==> config.mk <==
export PLATFORM = sky130hd
export DESIGN_NAME = cfield_mask_unit
export DESIGN_NICKNAME = d
export VERILOG_FILES = /design/src/rtl/cfield_mask_unit.sv
export SDC_FILE = /design/constraint.sdc
export NUM_CORES = 1
export LEC_CHECK = 0
export CORE_MARGIN = 5
export CORE_UTILIZATION = 66
export DETAILED_ROUTE_END_ITERATION = 10
export DONT_BUFFER_PORTS = 1
export PLACE_DENSITY = 0.87
export SLEW_MARGIN = 30
export SYNTH_ARGS = -nofsm -noshare
export SYNTH_HDL_FRONTEND = slang
export SYNTH_SLANG_ARGS = --single-unit
==> constraint.sdc <==
create_clock -name clk -period 3.4 [get_ports clk]
set_input_delay 0.34 -clock clk [delete_from_list [all_inputs] [get_ports clk]]
set_output_delay 0.34 -clock clk [all_outputs]
set_load 0.005 [all_outputs]
==> src/rtl/cfield_mask_unit.sv <==
module cfield_mask_unit #(
  parameter int XLEN   = 64,
  parameter int NFIELD = 8,
  parameter int FW     = 4,
  parameter int RIDXW  = 5
) (
  input  logic                              clk,
  input  logic                              rst_n,
  input  logic                              in_valid,
  input  logic [1:0]                        op,
  input  logic [FW-1:0]                     mask,
  input  logic [FW-1:0]                     mode,
  input  logic                              m_or,
  input  logic [$clog2(NFIELD)-1:0]         src_field,
  input  logic [$clog2(NFIELD)-1:0]         dst_field,
  input  logic [$clog2(NFIELD)+$clog2(FW)-1:0] target,
  input  logic [RIDXW-1:0]                  int_src_idx,
  input  logic [XLEN-1:0]                   int_src,
  input  logic [NFIELD*FW-1:0]              cr_in,
  output logic                              out_valid,
  output logic [XLEN-1:0]                   int_result,
  output logic [NFIELD*FW-1:0]              cr_out
);
  localparam int CRW = NFIELD * FW;
  localparam int FIW = $clog2(NFIELD);
  localparam int BIW = $clog2(FW);
  localparam int TW  = FIW + BIW;

  typedef enum logic [1:0] {
    OP_TO_INT = 2'b00, OP_FROM_INT = 2'b01, OP_FIELD = 2'b10, OP_TO_BIT = 2'b11
  } op_e;

  logic [FW-1:0]   src_bits, term_cr, term_int;
  logic            int_lsb, reduced;
  logic [FIW-1:0]  tgt_fld;
  logic [BIW-1:0]  tgt_pos;
  logic [CRW-1:0]  cr_next;
  logic [XLEN-1:0] int_next;
  logic            unused_hi;

  assign unused_hi = ^int_src[XLEN-1:1];
  assign src_bits  = cr_in[CRW-1-FW*int'(src_field) -: FW];
  assign int_lsb   = (int_src_idx != '0) & int_src[0];
  assign term_cr   = mask & ~(mode ^ src_bits);
  assign term_int  = mask & ~(mode ^ {FW{int_lsb}});
  assign reduced   = m_or ? |term_cr : &term_cr;
  assign tgt_pos   = target[TW-1 -: BIW];
  assign tgt_fld   = target[FIW-1:0];

  always_comb begin
    cr_next  = cr_in;
    int_next = '0;
    unique case (op_e'(op))
      OP_TO_INT:   int_next[0] = reduced;
      OP_FROM_INT: cr_next[CRW-1-FW*int'(dst_field) -: FW] = term_int;
      OP_FIELD:    cr_next[CRW-1-FW*int'(dst_field) -: FW] = term_cr;
      OP_TO_BIT:   cr_next[CRW-1-FW*int'(tgt_fld)-int'(tgt_pos)] = reduced;
      default:     ;
    endcase
  end

  always_ff @(posedge clk) begin
    if (!rst_n) begin
      out_valid  <= 1'b0;
      int_result <= '0;
      cr_out     <= '0;
    end else begin
      out_valid <= in_valid;
      if (in_valid) begin
        int_result <= int_next;
        cr_out     <= cr_next;
      end
    end
  end
endmodule

### Word level (Yosys, flattened, before mapping)

Index checks and enable logic that the tools add are counted.

| word-level totals | value |
|---|---|
| register bits | 34 |
| logic and storage cells | 37 |
| output and inout bits | 97 |
| bits of input ports | 126 |

| cells by class | value |
|---|---|
| order comparisons | 2 |
| equal/unequal tests | 3 |
| reduce and logical (&&, ||, !) cells | 5 |
| multiplexer cells | 8 |
| bitwise operators | 7 |
| add/sub/neg operators | 5 |
| shifts and indexed selects | 4 |

Operators with widths:

| kind | count |
|---|---|
| $bwmux W32 | 3 |
| $pmux W32 S3 | 1 |
| $shiftx A4 B33 Y35 | 2 |
| $shift A4 B33 Y35 const A | 1 |
| $shiftx A35 B6 Y4 | 1 |
| $neg A6 Y33 | 1 |
| $sub A5 B5 Y6 const A | 3 |
| $and A4 B4 Y4 | 2 |
| $not A4 Y4 | 2 |
| $xor A4 B4 Y4 | 2 |
| $ge A7 B1 Y1 const B | 1 |
| $lt A7 B7 Y1 const B | 1 |
| $sub A6 B3 Y7 | 1 |
| $demux W1 S5 | 1 |
| $reduce_bool A5 Y1 | 1 |
| $eq A2 B2 Y1 const B | 2 |
| $reduce_and A4 Y1 | 1 |
| $reduce_or A4 Y1 | 1 |
| $mux W1 | 3 |
| $eq A2 B1 Y1 const B | 1 |
| $logic_not A2 Y1 | 1 |
| $and A1 B1 Y1 | 1 |
| $logic_and A1 B1 Y1 | 1 |

### Logic depth before layout (Yosys ltp)

| logic depth | value |
|---|---|
| word-level depth | 9 |
| depth in mapped cells | 10 |
| depth with buffers taken out | 6 |

### Least setup slack after synthesis

No wires, ideal clock.

| path | value |
|---|---|
| path kind | input -> register |
| start point | input port src_field[0] |
| end point | register cr_out[20] |
| cell stages on the path | 10 |
| setup time | 74 ps |
| required time | 3,326 ps |
| path slack | 863 ps |
| path buffers | 4 |
| data arrival time | 2,463 ps |
| cell sequence | buf_6 buf_8 mux2i_1 mux4_2 mux2_4 buf_6 o31ai_4 nand3_4 buf_6 o211ai_2 |

| on the way | value |
|---|---|
| longest elaborated chain between the ends | 9 |
| elaborated cells between the ends (all ways) | 12 |
| those cells by class | 1 x add/sub; 2 x shift; 4 x mux; 3 x bitwise; 2 x reduce/logical |

RTL lines:

| what | line | source |
|---|---|---|
| start, declared | 14 | `input logic [$clog2(NFIELD)-1:0] src_field,` |
| $sub A5 B5 Y6 (*) | 42 | `assign src_bits = cr_in[CRW-1-FW*int'(src_field) -: FW];` |
| $shiftx A35 B6 Y4 (*) | 42 |  |
| $xor A4 B4 Y4 (*) | 44 | `assign term_cr = mask & ~(mode ^ src_bits);` |
| $not A4 Y4 (*) | 44 |  |
| $and A4 B4 Y4 (*) | 44 |  |
| $reduce_and A4 Y1 / $reduce_or A4 Y1 (equally long branches) | 46 | `assign reduced = m_or ? \|term_cr : &term_cr;` |
| $mux W1 | 46 |  |
| $bwmux W32 | 57 | `OP_TO_BIT: cr_next[CRW-1-FW*int'(tgt_fld)-int'(tgt_pos)] = reduced;` |
| $pmux W32 S3 (*) | 53 | `unique case (op_e'(op))` |
| end signal, assigned | 71 | `cr_out <= cr_next;` |
| end, declared | 22 | `output logic [NFIELD*FW-1:0] cr_out` |

Every way passes the cells marked *; elsewhere a longest branch is shown, timed or not.
A chain may end at the register's enable or synchronous reset.

### Worst setup path in the final report

| path | value |
|---|---|
| start point | input port src_field[0] |
| end point | register cr_out[31] |

The elaborated chain is that of the path after synthesis.

==> impl_metrics.yaml <==
finish:
  seq_area_um2: 681
  final_area_um2: 4090
  fin_nets: 716
  drive_gt1_frac: 0.0829
  n_fill_cell: 585
  area_growth_pct: -4.64
  multi_input_area_um2: 3130
  n_antenna_cell: 0
floorplan:
  rows: 29
  die-area_um2: 8200
  die_h_um: 90.6
  dieWidth_um: 90.6
  ios: 223
  initial_utilization: 0.675
  core_area_um2: 6350
drt:
  vias: 4681
  met1_length_um: 5750
  drtIter0Drc: 579
  antenna_left: 0
  wl_per_cell_um: 22.6
  viasPerCell: 7.01
  routed_wirelength_um: 15100
  met2_length_um: 6420
  route.met3.wl_um: 2480
  top_layer: "met4"
  drc: 0
  first_pass_iters: 5
global_routing:
  antenna_found_initial: 0
  grt_pass1_vias: 4324
  grt_overflow: 0
  grt_max_degree: 41
  globalRouteTotalUtil: 0.353
  grt_pass1_wl_um: 23600
logic_synthesis:
  netlist.area_leader.share: 0.159
  synth_top_area_cell: "dfxtp_1"
  yosysSeqAreaShare: 0.159
  synth_area_leaders: "dfxtp_1 (16%), buf_4 (11%), a211oi_1 (11%)"
  synth_area_um2: 4280
  syn_avg_cell_area_um2: 6.87
  ys.flop_type: "dfxtp_1"
  synthCells: 624
  synthTopCellsByCount: "nand2_1 (76), nor2_1 (72), buf_4 (63)"
  synthArstFlopShare: 0
  yosys_warnings: 0
  synth-seq-cells: 34
  synth_cell_types: 40
  synth_edf_count: 0
  yosysMostFrequentCell: "nand2_1"
clock_network:
  cts_hold_repair.buffers: 0
  clock-root-buffer: "clkbuf_8"
  clk_latency_ns: 0.29
  cts_made_buffers: 5
  clkSinkCount: 34
  post_cts_resized: 0
  postCtsSetupBuffers: 0
  clk_pin_slew_worst_paths_ns: 0.09
  cts_tree: "built"
  clockBufferDepth: 2
  ctsHtreeMaxLevel: 2
pwr:
  switching_share: 0.379
  switching_power_uw: 445
  p_seq_frac: 0.387
  p_per_area_nw_per_um2: 287
  combPwrFrac: 0.327
  power_leakage_nw: 1.56
  power.share.clock: 0.286
  worst_ir_drop_vdd_mv: 0.216
  p_int_uw: 729
placed_design:
  postPlaceCellArea_um2: 3990
  gp_congestion: 1.02
  io_buffers: 0
  dp_hpwl_um: 10800
sta:
  final.setup.tns_ns: 0
  hold_violations: 0
  post-route-period-util: 0.667
  min_period_ns: 2.27
  tightest_slew_ns: 0.995
  fmax_ghz: 0.441
  max_slew_margin: 0.335
  finClkSkew_ns: 0
  rsz0062_at_grt: "false"
  finalMaxSlewViolations: 0
  final-setup-viol-count: 0
worst_setup_path:
  critPathMaxFanout: 16
  end_kind: "register"
  critPathLaunchType: "primary input"
  critPathRequiredTime_ns: 3.61
  critPathArrivalTime_ns: 2.48
  crit_type: "in -> reg"
run:
  drv_cap: 0
outcome:
  status: "complete, no violations"
min_path:
  hp-class: "in -> reg"
## cells in the final DEF (no fill, tap or decap), drive strengths merged, types with 2 or more instances in the layout
master	Yosys	layout
mux4	4	4
nand2b	6	6
nand2	76	76
conb	1	63
nand3b	2	2
mux2i	16	16
o21a	16	16
nand3	27	27
dfxtp	34	34
o31ai	17	17
buf	75	11
or2	6	6
a211oi	62	62
nand4	19	19
mux2	8	8
and3	10	10
nor3	37	37
o211ai	32	32
nor2	72	72
and2	5	5
nor2b	8	8
clkbuf	39	7
nor3b	2	2
a211o	2	2
and3b	3	3
o21ai	17	17
a21oi	24	24
## worst max-delay path, cell delays in order
cell and delay [ns]:
mux2i_1 0.15, mux4_2 0.48, mux2_1 0.57, o31ai_4 0.32, nand3_4 0.31, o211ai_1 0.30
## state kept, by name, indices dropped and copies added, names as in the netlist
| register | count |
|---|---|
| cr_out | 32 |
| out_valid | 1 |
| int_result | 1 |
## power by group through the flow
stage          clock network (mW)  registers [mW]  logic, mW
2_1_floorplan                   0           0.457      0.362
6_report                    0.336           0.454      0.383
4_1_cts                     0.334           0.455      0.366
3_3_place_gp                    0           0.463      0.357
3_5_place_dp                    0           0.464      0.365
5_1_grt                     0.356           0.458      0.412
## path summary, 6_finish.rpt
kind / start / to / slack [ns] / cells after the start
min: rst_n / int_result[0] / 0.20 / 2
max: src_field[0] / cr_out[31] / 1.13 / 6
max reg2reg: cr_out[31] / cr_out[31] / 2.76 / 2
min reg2reg: int_result[0] / int_result[0] / 0.50 / 2
## area by class of cell
cell class,count,area share
clock buffer,7,0.0211
timing repair buffer,11,0.0202
multi-input combinational,537,0.766
clock inverter,1,0.00123
inverter,1,0.000919
tap,77,0.0236
sequential,34,0.167
## cells by family after synthesis
family	synth area share
buffers and inverters	0.166
AO/OA/AOI/OAI	0.293
other	0.000875
multiplexers	0.0803
flip-flops	0.159
AND/OR/NAND/NOR	0.301
## per-layer routing
metal / up-vias / track usage
li1: 2093 / -
met1: 2102 / 0.468
met2: 435 / 0.530
met3: 51 / 0.123
met4: 0 / 0.120
met5: - / 0
## through the flow
| step | hold slack, ns | utilization | setup WS (ns) | std cells | power [mW] |
|---|---|---|---|---|---|
| after detailed placement | 0.482 | 0.629 | 0.877 | 660 | 0.829 |
| final | 0.202 | 0.643 | 1.13 | 668 | 1.17 |
| after global routing | 0.195 | 0.643 | 1.09 | 668 | 1.23 |
| after floorplan | 0.450 | - | 0.863 | 686 | 0.819 |
| after CTS | 0.202 | 0.643 | 1.18 | 668 | 1.15 |
| after global placement | 0.474 | 0.629 | 0.939 | 660 | 0.820 |
Power figures use the tool's default switching activity.
